**config.mk**
```make
export PLATFORM = sky130hd
export DESIGN_NAME = irq_accept_ctrl
export DESIGN_NICKNAME = d
export VERILOG_FILES = /design/src/rtl/irq_accept_pkg.sv /design/src/rtl/irq_accept_control.sv /design/src/rtl/irq_accept_datapath.sv /design/src/rtl/irq_accept_ctrl.sv
export SDC_FILE = /design/constraint.sdc
export NUM_CORES = 1
export LEC_CHECK = 0
export CELL_PAD_IN_SITES_DETAIL_PLACEMENT = 1
export CELL_PAD_IN_SITES_GLOBAL_PLACEMENT = 1
export CORE_MARGIN = 5
export CORE_UTILIZATION = 47
export CTS_BUF_LIST = sky130_fd_sc_hd__clkbuf_8
export DETAILED_ROUTE_END_ITERATION = 12
export DONT_BUFFER_PORTS = 1
export GPL_TIMING_DRIVEN = 0
export PLACE_DENSITY = 0.79
export SKIP_LAST_GASP = 1
export SLEW_MARGIN = 15
export SYNTH_ARGS = -nofsm -noshare
export SYNTH_HDL_FRONTEND = slang
export SYNTH_SLANG_ARGS = --single-unit
```
**constraint.sdc**
```tcl
create_clock -name clk -period 1.58 [get_ports clk]
set_clock_uncertainty 0.05 [all_clocks]
set_input_delay 0.316 -clock clk [delete_from_list [all_inputs] [get_ports clk]]
set_output_delay 0.316 -clock clk [all_outputs]
set_load 0.01 [all_outputs]
```
**src/rtl/irq_accept_pkg.sv**
```systemverilog
package irq_accept_pkg;

  typedef enum logic [1:0] {
    RESP_NONE    = 2'd0,
    RESP_OPCODE  = 2'd1,
    RESP_RESTART = 2'd2,
    RESP_VECTOR  = 2'd3
  } respKind_t;

  typedef enum logic [1:0] {
    MODE_OPCODE = 2'd0,
    MODE_FIXED  = 2'd1,
    MODE_TABLE  = 2'd2,
    MODE_SPARE  = 2'd3
  } irqMode_t;

  // strobes from control to datapath
  typedef struct packed {
    logic takeNmi;
    logic takeIrq;
    logic clrBoth;
    logic setBoth;
    logic restoreEn;
    logic loadMode;
    logic loadVec;
  } ctrlStrobe_t;

  // 3-bit mode field: bit1 clear -> mode 0, else bit0 picks table/fixed
  function automatic irqMode_t decodeModeField(input logic [2:0] field);
    irqMode_t m;
    if (!field[1])     m = MODE_OPCODE;
    else if (field[0]) m = MODE_TABLE;
    else               m = MODE_FIXED;
    return m;
  endfunction

endpackage

```
**src/rtl/irq_accept_control.sv**
```systemverilog
module irq_accept_control
  import irq_accept_pkg::*;
(
  input  logic        nmiReq,
  input  logic        irqReq,
  input  logic        liveEn,
  input  logic        busy,
  input  logic        diStrobe,
  input  logic        eiStrobe,
  input  logic        retnStrobe,
  input  logic        imStrobe,
  input  logic        ldVecStrobe,
  output ctrlStrobe_t strobes
);

  logic takeNmi;
  logic takeIrq;
  logic anyTake;

  // the response cycle blocks new acceptance; NMI outranks the maskable line
  assign takeNmi = !busy && nmiReq;
  assign takeIrq = !busy && !nmiReq && irqReq && liveEn;
  assign anyTake = takeNmi || takeIrq;

  always_comb begin
    strobes           = '0;
    strobes.takeNmi   = takeNmi;
    strobes.takeIrq   = takeIrq;
    strobes.clrBoth   = !anyTake && diStrobe;
    strobes.setBoth   = !anyTake && !diStrobe && eiStrobe;
    strobes.restoreEn = !anyTake && !diStrobe && !eiStrobe && retnStrobe;
    strobes.loadMode  = imStrobe;
    strobes.loadVec   = ldVecStrobe;
  end

endmodule

```
**src/rtl/irq_accept_datapath.sv**
```systemverilog
module irq_accept_datapath
  import irq_accept_pkg::*;
#(
  parameter int          DATA_W     = 8,
  parameter int          ADDR_W     = 16,
  parameter int          CYC_W      = 5,
  parameter logic [7:0]  VEC_INIT   = 8'hFF,
  parameter logic [15:0] FIXED_ADDR = 16'h0038,
  parameter logic [15:0] NMI_ADDR   = 16'h0066,
  parameter int          FIXED_CYC  = 13,
  parameter int          TABLE_CYC  = 19,
  parameter int          NMI_CYC    = 13
) (
  input  logic              clk,
  input  logic              coldRstN,
  input  logic              warmRstN,
  input  ctrlStrobe_t       strobes,
  input  logic [DATA_W-1:0] irqByte,
  input  logic [2:0]        imField,
  input  logic [DATA_W-1:0] ldVecData,
  output logic              respValid,
  output logic [1:0]        respKind,
  output logic [ADDR_W-1:0] respTarget,
  output logic              pushPc,
  output logic              m1Exec,
  output logic [CYC_W-1:0]  respCycles,
  output logic              iff1,
  output logic              iff2,
  output logic [1:0]        irqMode
);

  localparam int HI_W = ADDR_W - DATA_W;

  irqMode_t          modeQ;
  logic [DATA_W-1:0] vecBaseQ;

  respKind_t         nxtKind;
  logic [ADDR_W-1:0] nxtTarget;
  logic              nxtPush;
  logic              nxtM1;
  logic [CYC_W-1:0]  nxtCycles;
  logic              nxtValid;

  // response selection
  always_comb begin
    nxtKind   = RESP_NONE;
    nxtTarget = '0;
    nxtPush   = 1'b0;
    nxtM1     = 1'b0;
    nxtCycles = '0;
    nxtValid  = strobes.takeNmi || strobes.takeIrq;
    if (strobes.takeNmi) begin
      nxtKind   = RESP_RESTART;
      nxtTarget = NMI_ADDR;
      nxtPush   = 1'b1;
      nxtCycles = CYC_W'(NMI_CYC);
    end else if (strobes.takeIrq) begin
      case (modeQ)
        MODE_FIXED: begin
          nxtKind   = RESP_RESTART;
          nxtTarget = FIXED_ADDR;
          nxtPush   = 1'b1;
          nxtCycles = CYC_W'(FIXED_CYC);
        end
        MODE_TABLE: begin
          nxtKind   = RESP_VECTOR;
          nxtTarget = {{(HI_W-DATA_W){1'b0}}, vecBaseQ, irqByte};
          nxtPush   = 1'b1;
          nxtCycles = CYC_W'(TABLE_CYC);
        end
        default: begin
          nxtKind   = RESP_OPCODE;
          nxtTarget = {{HI_W{1'b0}}, irqByte};
          nxtM1     = 1'b1;
        end
      endcase
    end
  end

  // enable flops
  always_ff @(posedge clk) begin
    if (!coldRstN || !warmRstN) begin
      iff1 <= 1'b0;
      iff2 <= 1'b0;
    end else if (strobes.takeNmi) begin
      iff1 <= 1'b0;
    end else if (strobes.takeIrq || strobes.clrBoth) begin
      iff1 <= 1'b0;
      iff2 <= 1'b0;
    end else if (strobes.setBoth) begin
      iff1 <= 1'b1;
      iff2 <= 1'b1;
    end else if (strobes.restoreEn) begin
      iff1 <= iff2;
    end
  end

  // mode and vector base survive a warm reset
  always_ff @(posedge clk) begin
    if (!coldRstN) begin
      modeQ    <= MODE_OPCODE;
      vecBaseQ <= VEC_INIT;
    end else begin
      if (strobes.loadMode) modeQ <= decodeModeField(imField);
      if (strobes.loadVec)  vecBaseQ <= ldVecData;
    end
  end

  // registered one-cycle response
  always_ff @(posedge clk) begin
    if (!coldRstN || !warmRstN) begin
      respValid  <= 1'b0;
      respKind   <= RESP_NONE;
      respTarget <= '0;
      pushPc     <= 1'b0;
      m1Exec     <= 1'b0;
      respCycles <= '0;
    end else begin
      respValid  <= nxtValid;
      respKind   <= nxtKind;
      respTarget <= nxtTarget;
      pushPc     <= nxtPush;
      m1Exec     <= nxtM1;
      respCycles <= nxtCycles;
    end
  end

  assign irqMode = modeQ;

endmodule

```
**src/rtl/irq_accept_ctrl.sv**
```systemverilog
module irq_accept_ctrl
  import irq_accept_pkg::*;
#(
  parameter int          DATA_W     = 8,
  parameter int          ADDR_W     = 16,
  parameter int          CYC_W      = 5,
  parameter logic [7:0]  VEC_INIT   = 8'hFF,
  parameter logic [15:0] FIXED_ADDR = 16'h0038,
  parameter logic [15:0] NMI_ADDR   = 16'h0066,
  parameter int          FIXED_CYC  = 13,
  parameter int          TABLE_CYC  = 19,
  parameter int          NMI_CYC    = 13
) (
  input  logic              clk,
  input  logic              coldRstN,
  input  logic              warmRstN,
  input  logic              nmiReq,
  input  logic              irqReq,
  input  logic [DATA_W-1:0] irqByte,
  input  logic              diStrobe,
  input  logic              eiStrobe,
  input  logic              retnStrobe,
  input  logic              imStrobe,
  input  logic [2:0]        imField,
  input  logic              ldVecStrobe,
  input  logic [DATA_W-1:0] ldVecData,
  output logic              respValid,
  output logic [1:0]        respKind,
  output logic [ADDR_W-1:0] respTarget,
  output logic              pushPc,
  output logic              m1Exec,
  output logic [CYC_W-1:0]  respCycles,
  output logic              iff1,
  output logic              iff2,
  output logic [1:0]        irqMode
);

  ctrlStrobe_t strobes;

  irq_accept_control u_control (
    .nmiReq      (nmiReq),
    .irqReq      (irqReq),
    .liveEn      (iff1),
    .busy        (respValid),
    .diStrobe    (diStrobe),
    .eiStrobe    (eiStrobe),
    .retnStrobe  (retnStrobe),
    .imStrobe    (imStrobe),
    .ldVecStrobe (ldVecStrobe),
    .strobes     (strobes)
  );

  irq_accept_datapath #(
    .DATA_W     (DATA_W),
    .ADDR_W     (ADDR_W),
    .CYC_W      (CYC_W),
    .VEC_INIT   (VEC_INIT),
    .FIXED_ADDR (FIXED_ADDR),
    .NMI_ADDR   (NMI_ADDR),
    .FIXED_CYC  (FIXED_CYC),
    .TABLE_CYC  (TABLE_CYC),
    .NMI_CYC    (NMI_CYC)
  ) u_datapath (
    .clk        (clk),
    .coldRstN   (coldRstN),
    .warmRstN   (warmRstN),
    .strobes    (strobes),
    .irqByte    (irqByte),
    .imField    (imField),
    .ldVecData  (ldVecData),
    .respValid  (respValid),
    .respKind   (respKind),
    .respTarget (respTarget),
    .pushPc     (pushPc),
    .m1Exec     (m1Exec),
    .respCycles (respCycles),
    .iff1       (iff1),
    .iff2       (iff2),
    .irqMode    (irqMode)
  );

endmodule

```
; ---- Yosys cells after proc, flatten, opt, wreduce, memory -nomap -nowiden
; Cells that the tools add are included.
[word_totals]
reg_bits = 38
inputBits = 29
output_inout_bits = 30
elab_cells = 61
[op_classes]
eq_ne = 2
mux = 19
bitwise = 2
reduce_logical = 25
[op_table]
columns = op, n
row1 = case mux 16 bit (2 select lines), 1
row2 = two-way mux 7 bit, 2
row3 = case mux 5 bit (2 select lines), 1
row4 = logical AND 1 bit, 9
row5 = two-way mux 1 bit, 8
row6 = two-way mux 2 bit, 4
row7 = two-way mux 4 bit, 2
row8 = zero test 1 bit, 7
row9 = OR reduction 3 bit, 2
row10 = case mux 2 bit (2 select lines), 1
row11 = nonzero test 2 bit, 2
row12 = logical OR 1 bit, 3
row13 = equality test 2 x 1 -> 1 bit (second input constant), 1
row14 = equality test 2 bit (second input constant), 1
row15 = inverter 1 bit, 2
row16 = AND reduction 2 bit, 1
row17 = OR reduction 2 bit, 1

; ---- Longest topological paths before layout
; Gate-level depths: netlist of the first run.
[depth]
ltp_word = 11
mapped_depth = 6
depth_no_buf = 5

; ---- Cells and area by module
; Synthesis of the first run repeated with hierarchy kept, for this count alone.
[unflattened]
cells_unflattened = 126
area_unflattened_um2 = 1311.3
[modules_own_cells]
columns = module, instances, cells_each, area_per_inst_um2
row1 = irq_accept_datapath, 1, 113, 1216.2
row2 = irq_accept_control, 1, 13, 95.1

; ---- Least setup slack after synthesis of the first run
; No wires, ideal clock.
[synth_timing]
path_kind = reg-to-reg
start = register u_datapath.modeQ[0], in the netlist u_datapath.irqMode[0]
end = register u_datapath.respTarget[1]
setup_time_ps = 116
arrival_time_ps = 1372
required_ps = 1414
setup_slack_ps = 42
stages_incl_launch_ff = 6
synth_period_minus_slack_ps = 1538
cell_sequence = dfxtp_1 -> inv_1 -> ha_1 -> or2_1 -> clkbuf_1 -> a31o_1
[synth_between]
elab_chain_cells = 4
elab_cells_between_ends = 5
cone_classes = eq/ne (2) / mux (3)
[synth_lines]
columns = item, line_no
row1 = "start, declared", irq_accept_datapath.sv:34  ; irqMode_t modeQ;
row2 = "start signal, assigned", irq_accept_datapath.sv:104  ; if (strobes.loadMode) modeQ <= decodeModeField(imField);
row3 = equality test 2 bit / equality test 2 x 1 -> 1 bit (equally long branches), irq_accept_datapath.sv:58  ; case (modeQ)
row4 = case mux 16 bit (2 select lines) (*), irq_accept_datapath.sv:58
row5 = two-way mux 7 bit (*), irq_accept_datapath.sv:57  ; end else if (strobes.takeIrq) begin
row6 = two-way mux 7 bit (*), irq_accept_datapath.sv:52  ; if (strobes.takeNmi) begin
row7 = "end signal, assigned", irq_accept_datapath.sv:121  ; respTarget <= nxtTarget;
row8 = "end, declared", irq_accept_datapath.sv:23  ; output logic [ADDR_W-1:0] respTarget,
; Mark *: on every way between the ends. The rest lies on a longest branch, timed or not.
; A chain may end at the register's enable or synchronous reset.

; ---- Final worst setup path of the first run
[layout_timing]
start = register u_datapath.modeQ[0], in the netlist u_datapath.irqMode[0]
end = register u_datapath.respTarget[6]
; The elaborated chain is that of the path after synthesis.

==> impl_metrics.env, run 1 <==
export IMPL_outcome="completed"
export IMPL_row_count=18
export IMPL_grt_pass1_wl_um=4015
export IMPL_routed_wl_um=2553
export IMPL_fin_crit_ns=1.445
export IMPL_synth_ff_type="dfxtp_1"
export IMPL_die_x_um=60.82
export IMPL_port_buffer_count=0
export IMPL_post_route_util_pct=54.29
export IMPL_ys_seq_area_share_pct=56.08
export IMPL_layout_nets=152
export IMPL_synthDistinctLibCells=28
export IMPL_synthCells=113
export IMPL_yosys_area_top_type="dfxtp_1"
export IMPL_area_growth_pct=10.82
export IMPL_cp_end_kind="register"
export IMPL_crit_path_start_kind="register"
export IMPL_drc_errors=0
export IMPL_clock_latency_ns=0.28
export IMPL_cts_tree="yes"
export IMPL_chipHeight_um=60.82
export IMPL_cts_buffers_inserted=5
export IMPL_ioPinCount=59
export IMPL_path_depth=4
export IMPL_start_util_pct=48.99
export IMPL_critPathArrivalTime_ns=1.57
export IMPL_max_stage_delay_ns=0.39
export IMPL_worst_pin_slew_ns=0.4922
export IMPL_htree_levels=2
export IMPL_leakagePower_uw=0.0006057
export IMPL_vias=780
export IMPL_gp_congestion=0.7262
export IMPL_finalHoldViolCount=0
export IMPL_core_region_area_um2=2477
export IMPL_critical_path_buf_inv_count=1
export IMPL_drtIter0Drc=28
export IMPL_hp_class="primary input to register"
export IMPL_die_area_um2=3698
export IMPL_max_freq_mhz=692.2
export IMPL_clk_pin_slew_ns=0.06
export IMPL_critical_path_top_delay_family="flip-flops"
export IMPL_antenna_left=0
export IMPL_rsz0062_at_grt="false"
export IMPL_yosysTopAreaCellShare_pct=56.08
export IMPL_worst_slew_margin_rel_pct=66.94
export IMPL_path_max_fanout=8
export IMPL_nFillCells=285
export IMPL_drive_gt1_share_pct=16.67
export IMPL_p_per_area_nw_per_um2=1202
export IMPL_holdPathStages=2
export IMPL_worst_r2r_path_depth=4
export IMPL_clock_tree_root_cell="clkbuf_8"
export IMPL_syn_cell_area_um2=1214
export IMPL_yosysWarnings=0
export IMPL_ys_async_sr_fraction_pct=0
export IMPL_synth_most_common_cell="dfxtp_1"
export IMPL_post_synth_cell_area_avg_um2=10.74
export IMPL_dr_pass1_iters=4
export IMPL_multi_input_area_um2=469.2
export IMPL_cp_data_required_time_ns=1.71
export IMPL_overflow=0
export IMPL_routed_via_density=5.200
export IMPL_synth_nets=146
export IMPL_fin_crit_sh_pct=91.43
export IMPL_grt_max_degree=11
export IMPL_worstSetupPathType="register to register"
export IMPL_holdWs_ns=0.1130
export IMPL_max_clock_path_buffers=2
export IMPL_ys_ff_latch=34
export IMPL_path_cells="inv_1, ha_2, or2_4, a31o_1"
export IMPL_total_power_uw=1617
export IMPL_holdBufCountCts=0
export IMPL_diodes=0
export IMPL_clock_sinks=34
export IMPL_antenna_found_initial=0
export IMPL_synth_edf_count=0
export IMPL_setup_viol=0
export IMPL_slew_viol_final=0
export IMPL_dp_hpwl_um=2004
export IMPL_peakVddDrop_v=0.0009098
export IMPL_grt_usage_pct=15.68
export IMPL_synth_area_leaders="dfxtp_1 (56%), mux2i_1 (6.6%), and3_1 (5.2%)"
export IMPL_cpMaxStageDelayCell="dfxtp_2"
export IMPL_regArea_um2=681.9
export IMPL_max_cap_violations=0
export IMPL_yosys_top_cells_count="dfxtp_1 (34), nand2_1 (13), and3_1 (10)"
export IMPL_routedWlPerCell_um=17.02
export IMPL_grt_pass1_vias=815
==> sequential cells by signal, indices dropped and copies added (netlist names) <==
| signal | count |
|---|---|
| u_datapath.iff1 | 1 |
| u_datapath.iff2 | 1 |
| u_datapath.irqMode | 2 |
| u_datapath.m1Exec | 1 |
| u_datapath.respCycles | 3 |
| u_datapath.respKind | 1 |
| u_datapath.respTarget | 16 |
| u_datapath.respValid | 1 |
| u_datapath.vecBaseQ | 8 |
==> where the power goes <==
part           internal, µW  switching (µW)  total [µW]
Combinational          36.8            45.7        82.6
Clock                   344             290         635
Sequential              880            19.1         899
==> layout make-up <==
class	count	share of cell area, %
inverters	4	1.116
flip-flops and latches	34	50.70
clock buffers	6	6.140
well taps	30	2.791
plain buffers	7	3.721
multi-input cells	67	34.88
clock inverters	2	0.6512
==> routing by layer <==
layer  routed length [µm]  vias to the layer above  track usage [%]
met2                 1285                       35            26.11
met4                   43                        0            6.502
met5                    0                        -                0
met1                  979                      350            17.12
li1                     -                      389                -
met3                  243                        6            7.447
==> logic make-up after synthesis <==
| group | after synthesis | share of synthesized area (%) |
|---|---|---|
| simple gates | 41 | 18.97 |
| flops | 34 | 56.08 |
| compound gates | 14 | 8.557 |
| buf+inv | 12 | 5.670 |
| mux | 8 | 6.598 |
| fa+ha+maj | 4 | 4.124 |
==> cells in the final DEF (no fill, tap or decap), types with 4 or more instances in the layout <==
cell type,instances
mux2i_1,8
and3_1,10
clkbuf_8,6
nand2_1,13
and2_1,4
buf_4,4
dfxtp_1,33
inv_1,5
==> worst paths after layout <==
kind                                        startpoint                       end  slack (ns)
worst min register to register  u_datapath.vecBaseQ[5]    u_datapath.vecBaseQ[5]        0.42
worst max register to register   u_datapath.irqMode[0]  u_datapath.respTarget[6]        0.14
worst min-delay path                      ldVecData[2]    u_datapath.vecBaseQ[2]        0.11
worst max-delay path             u_datapath.irqMode[0]  u_datapath.respTarget[6]        0.14
==> repair_timing <==
item / 4_1_cts / 5_1_grt
endpoints found under the setup margin: 8 / 4
resized for setup: 2 / 1
buffers inserted: 0 / 0
cloned: 0 / 0
hold endpoints to repair: 0 / 0
==> metrics by stage <==
stage	std cells	setup TNS [ns]	instance area (µm²)	setup slack [ns]
after floorplan	113	0	1214	0.04227
after detailed placement	143	-0.8667	1251	-0.1348
after CTS	150	0	1343	0.06963
final	150	0	1345	0.1353
after global placement	143	-0.5369	1251	-0.1026
after global routing	150	0	1345	0.06061
(Power assumes the default switching activity.)
==> run 2: changes to the inputs <==
--- a/config.mk
+++ b/config.mk
@@ -7,6 +7,7 @@
 export LEC_CHECK = 0
 export CELL_PAD_IN_SITES_DETAIL_PLACEMENT = 1
 export CELL_PAD_IN_SITES_GLOBAL_PLACEMENT = 1
+export CORE_ASPECT_RATIO = 0.9
 export CORE_MARGIN = 5
 export CORE_UTILIZATION = 47
 export CTS_BUF_LIST = sky130_fd_sc_hd__clkbuf_8
==> run 2 against run 1 <==
  * Critical path depth is the same
  * Combinational power shrank 1%
  * Core utilization is essentially flat
  * Non-clock buffer count is the same
  * Worst hold slack lost 0.0010 ns
  * Register-to-register slack lost 0.05 ns
  * Sequential power is essentially flat
  * Cell count shrank 1.3%
  * Sequential cell count is the same
  * Critical path type unchanged
==> impl_metrics.env, run 2 (synthesis gave the netlist of run 1 again) <==
export IMPL_outcome="completed"
export IMPL_antenna_left=0
export IMPL_gp_congestion=0.7269
export IMPL_die_area_um2=3700
export IMPL_area_growth_pct=10.41
export IMPL_layout_nets=152
export IMPL_placed_area_um2=1249
export IMPL_crit_path_start_kind="register"
export IMPL_worst_slew_margin_rel_pct=66.34
export IMPL_routed_wl_um=2539
export IMPL_max_freq_mhz=669.2
export IMPL_largest_register_ffs=16
export IMPL_mostFrequentLayoutCells="dfxtp_1 (33), nand2_1 (13), and3_1 (10), mux2i_1 (8), clkbuf_8 (6)"
export IMPL_fin_crit_sh_pct=94.57
export IMPL_htree_levels=2
export IMPL_fin_crit_ns=1.494
export IMPL_regToRegSetupSlack_ns=0.09
export IMPL_rsz0062_at_grt="false"
export IMPL_largest_register="u_datapath.respTarget"
export IMPL_max_stage_delay_ns=0.39
export IMPL_cts_tree="yes"
export IMPL_clock_tree_root_cell="clkbuf_8"
export IMPL_worst_pin_slew_ns=0.5011
export IMPL_core_region_area_um2=2467
export IMPL_cp_end_kind="register"
export IMPL_hp_class="primary input to register"
export IMPL_clock_latency_ns=0.28
export IMPL_peakVddDrop_v=0.0008847
export IMPL_slew_viol_final=0
export IMPL_max_cap_violations=0
export IMPL_vias=801
export IMPL_routed_via_density=5.412
export IMPL_reg_top3="u_datapath.respTarget: 16 flops, u_datapath.vecBaseQ: 8 flops, u_datapath.respCycles: 3 flops"
export IMPL_leakagePower_uw=0.0006070
export IMPL_max_clock_path_buffers=2
export IMPL_critical_path_top_delay_family="flip-flops"
export IMPL_holdBufCountCts=0
export IMPL_row_count=17
export IMPL_cpMaxStageDelayCell="dfxtp_2"
export IMPL_finalHoldViolCount=0
export IMPL_setup_viol=0
export IMPL_critPathArrivalTime_ns=1.62
export IMPL_dr_pass1_iters=2
export IMPL_critical_path_buf_inv_count=1
export IMPL_routedWlPerCell_um=17.16
export IMPL_worstSetupPathType="register to register"
export IMPL_diodes=0
export IMPL_grt_max_degree=11
export IMPL_overflow=0
export IMPL_antenna_found_initial=0
export IMPL_ioPinCount=59
export IMPL_dp_hpwl_um=1991
export IMPL_p_per_area_nw_per_um2=1208
export IMPL_post_route_util_pct=54.31
export IMPL_clock_sinks=34
export IMPL_grt_usage_pct=14.55
export IMPL_drtIter0Drc=32
export IMPL_path_cells="inv_1, ha_1, or2_4, a31o_1"
export IMPL_grt_pass1_wl_um=3981
export IMPL_drive_gt1_share_pct=15.83
export IMPL_cp_data_required_time_ns=1.71
export IMPL_drc_errors=0
export IMPL_port_buffer_count=0
export IMPL_path_max_fanout=8
export IMPL_chipHeight_um=58.21
export IMPL_cts_resized=2
export IMPL_final_area_um2=1340
export IMPL_layout_commonest_cell="dfxtp_1"
export IMPL_cts_buffers_inserted=5
export IMPL_start_util_pct=49.19
export IMPL_clk_pin_slew_ns=0.06
export IMPL_grt_pass1_vias=808
export IMPL_die_x_um=63.57
export IMPL_cts_setup_buffers=0
## run 2: per-layer routing
metal  GRT usage, %  vias to the layer above  routed length [µm]
li1               -                      390                   -
met1          15.39                      373                 972
met2          22.90                       31                1270
met3          8.333                        7                 235
met4          8.012                        0                  61
met5              0                        -                   0
## run 2: per-stage QoR
stage / TNS [ns] / setup slack, ns / std cells / hold slack (ns) / total power (µW)
2_1_floorplan: 0 / 0.04227 / 113 / 0.3827 / 980.8
3_3_place_gp: -0.5656 / -0.1005 / 141 / 0.3964 / 995.6
3_5_place_dp: -0.8821 / -0.1531 / 141 / 0.4019 / 1001
4_1_cts: 0 / 0.06739 / 148 / 0.1041 / 1641
5_1_grt: 0 / 0.02017 / 148 / 0.1094 / 1704
6_report: 0 / 0.08576 / 148 / 0.1120 / 1618
## run 2: layout make-up
type                       count  area, µm²
buffer                         7      50.05
clock buffer                   6      82.58
clock inverter                 2      8.758
fill                         268       1127
inverter                       4      15.01
multi-input combinational     67      466.7
sequential                    34      681.9
tap                           28      35.03
## run 2: power breakdown
| group | switching, µW | internal [µW] |
|---|---|---|
| Sequential | 19.3 | 880 |
| Combinational | 45.4 | 36.2 |
| Clock | 293 | 344 |
| Total | 357 | 1260 |
## run 2: worst paths after layout
check                              start  cells past startpoint                  endpoint
setup / recovery   u_datapath.irqMode[0]                      4  u_datapath.respTarget[1]
hold / removal              ldVecData[4]                      2    u_datapath.vecBaseQ[4]
setup reg to reg   u_datapath.irqMode[0]                      4  u_datapath.respTarget[1]
hold reg to reg   u_datapath.vecBaseQ[3]                      2    u_datapath.vecBaseQ[3]
## run 2: worst register-to-register path: cells and delay by family, from the launching register on
family / cells / cell delay, ns
compound gates: 1 / 0.23
fa+ha+maj: 1 / 0.35
flops: 1 / 0.39
simple gates: 1 / 0.28
buf+inv: 1 / 0.09
==> run 3: changes to the inputs <==
==> constraint.sdc (replaced) <==
create_clock -name clk -period 1.58 [get_ports clk]
set_clock_uncertainty 0.05 [all_clocks]
set_input_delay 0.079 -clock clk [delete_from_list [all_inputs] [get_ports clk]]
set_output_delay 0.079 -clock clk [all_outputs]
set_load 0.01 [all_outputs]
==> run 3 against run 2 <==
  * Sequential share of layout area down 7.5 points
  * Power rose by 3.6%
  * Sequential cell count is the same
  * Wire length grew 20%
  * Global-route usage is 2.7 points higher
  * Worst setup slack got worse by 0.016 ns
  * Cell count grew 16%
  * Core utilization up 9.3 points
  * Maximum frequency decreased by 1.0%
  * Via count rose by 13%
  * Critical path type unchanged
==> impl_metrics.env, run 3 (synthesis gave the netlist of run 1 again) <==
export IMPL_routedWlPerCell_um=17.77
export IMPL_drtIter0Drc=29
export IMPL_ioPinCount=59
export IMPL_grt_pass1_wl_um=4747
export IMPL_htree_levels=2
export IMPL_layout_nets=175
export IMPL_area_growth_pct=29.38
export IMPL_fin_crit_ns=1.510
export IMPL_cp_data_required_time_ns=1.71
export IMPL_post_route_util_pct=63.64
export IMPL_grt_usage_pct=17.21
export IMPL_clk_pin_slew_ns=0.06
export IMPL_path_max_fanout=9
export IMPL_routed_via_density=5.292
export IMPL_cp_end_kind="register"
export IMPL_dp_hpwl_um=1991
export IMPL_p_sw_share_pct=22.56
export IMPL_row_count=17
export IMPL_regToRegSetupSlack_ns=0.07
export IMPL_port_buffer_count=0
export IMPL_clkPwrFrac_pct=38.4
export IMPL_r2r_end="u_datapath.respTarget[2]"
export IMPL_internal_power_uw=1299
export IMPL_start_util_pct=49.19
export IMPL_cts_setup_buffers=0
export IMPL_worst_pin_slew_ns=0.5146
export IMPL_routed_wl_um=3038
export IMPL_drive_gt1_share_pct=13.29
export IMPL_max_stage_delay_ns=0.39
export IMPL_antenna_found_initial=0
export IMPL_cts_tree="yes"
export IMPL_mostFrequentLayoutCells="dfxtp_1 (33), dlygate4sd3_1 (23), nand2_1 (13), and3_1 (10), mux2i_1 (8)"
export IMPL_clock_latency_ns=0.29
export IMPL_max_cap_violations=0
export IMPL_path_cells="inv_1, ha_1, or2_4, a31o_1"
export IMPL_layout_commonest_cell="dfxtp_1"
export IMPL_cp_startpoint="u_datapath.irqMode[0]"
export IMPL_slew_viol_final=0
export IMPL_peakVddDrop_v=0.0009088
export IMPL_vias=905
export IMPL_grt_pass1_vias=968
export IMPL_hp_class="primary input to register"
export IMPL_worstSetupPathType="register to register"
export IMPL_r2r_start="u_datapath.irqMode[0]"
export IMPL_clock_sinks=34
export IMPL_diodes=0
export IMPL_overflow=0
export IMPL_chipHeight_um=58.21
export IMPL_core_region_area_um2=2467
export IMPL_rsz0062_at_grt="false"
export IMPL_cts_buffers_inserted=5
export IMPL_seqPwrFrac_pct=53.7
export IMPL_switching_power_uw=378.3
export IMPL_setup_viol=0
export IMPL_cp_endpoint="u_datapath.respTarget[2]"
export IMPL_largest_register="u_datapath.respTarget"
export IMPL_antenna_left=0
export IMPL_min_delay_start="imField[1]"
export IMPL_drc_errors=0
export IMPL_max_clock_path_buffers=2
export IMPL_crit_path_start_kind="register"
export IMPL_die_x_um=63.57
export IMPL_leakagePower_uw=0.0007035
export IMPL_dr_pass1_iters=4
export IMPL_worst_r2r_path_depth=4
export IMPL_total_power_uw=1677
export IMPL_clock_tree_root_cell="clkbuf_8"
export IMPL_grt_max_degree=11
export IMPL_worst_slew_margin_rel_pct=65.44
export IMPL_max_freq_mhz=662.2
export IMPL_outcome="completed"
export IMPL_die_area_um2=3700
export IMPL_gp_congestion=0.7269
export IMPL_largest_register_ffs=16
export IMPL_finalHoldViolCount=0
export IMPL_reg_top3="u_datapath.respTarget: 16 flops, u_datapath.vecBaseQ: 8 flops, u_datapath.respCycles: 3 flops"
export IMPL_p_per_area_nw_per_um2=1068
export IMPL_cpMaxStageDelayCell="dfxtp_2"
export IMPL_fin_crit_sh_pct=95.57
export IMPL_power_frac_comb_pct=7.9
export IMPL_critPathArrivalTime_ns=1.64
## run 3: changes by cell type in the layout (fill, tap and decap cells not counted), sizes merged
cell         previous run  this run
dlygate4sd3             0        23
## run 3: how the worst min path moves through the flow
stage | cells after the start | endpoint
3_3_place_gp | 2 | u_datapath.vecBaseQ[5]
3_5_place_dp | 2 | u_datapath.vecBaseQ[4]
2_1_floorplan | 2 | u_datapath.vecBaseQ[0]
6_report | 3 | u_datapath.irqMode[1]
5_1_grt | 2 | u_datapath.respTarget[15]
4_1_cts | 3 | u_datapath.irqMode[1]
## run 3: worst max-delay path, delay by kind of cell, from the launching register on
kind | cells | cell delay [ns]
and+or+nand+nor | 1 | 0.33
adders and majority gates | 1 | 0.31
AOI/OAI and AO/OA | 1 | 0.23
DFF | 1 | 0.39
buffers and inverters | 1 | 0.09
## run 3: layout make-up
type                    count  area [µm²]
flip-flops and latches     34       681.9
clock buffers               6       82.58
inverters                   4       15.01
clock inverters             2       8.758
plain buffers               7       50.05
multi-input cells          67       466.7
repair buffers             23       230.2
well taps                  28       35.03
fillers                   265       897.1
## run 3: repair_timing
item                                   in CTS  in global routing
setup endpoints to repair                   8                  0
endpoints found under the hold margin      20                  0
hold buffers                               23                  0
resized for setup                           2                  0
## run 3: routing by layer
layer	wire (µm)	track usage (%)	up-vias
li1	-	-	435
met1	1110	17.80	432
met2	1609	29.42	31
met3	257	8.333	7
met4	61	8.012	0
met5	0	0	-
## run 3: power groups by stage
stage	Clock, µW	Combinational [µW]	Sequential (µW)
6_report	645	132	900
3_5_place_dp	0	81.9	919
4_1_cts	657	129	900
3_3_place_gp	0	77.7	918
2_1_floorplan	0	66.5	914
5_1_grt	707	145	903
## run 3: per-stage QoR
| stage | setup TNS [ns] | cell area (µm²) | hold WS, ns | setup slack (ns) | std cells |
|---|---|---|---|---|---|
| 5_1_grt | 0 | 1570 | 0.01521 | 0.01021 | 171 |
| 3_3_place_gp | -0.5656 | 1249 | 0.1594 | -0.1005 | 141 |
| 4_1_cts | 0 | 1570 | 0.001218 | 0.06739 | 171 |
| 2_1_floorplan | 0 | 1214 | 0.1570 | 0.04227 | 113 |
| 6_report | 0 | 1570 | 0.008088 | 0.06999 | 171 |
| 3_5_place_dp | -0.8821 | 1249 | 0.1649 | -0.1531 | 141 |
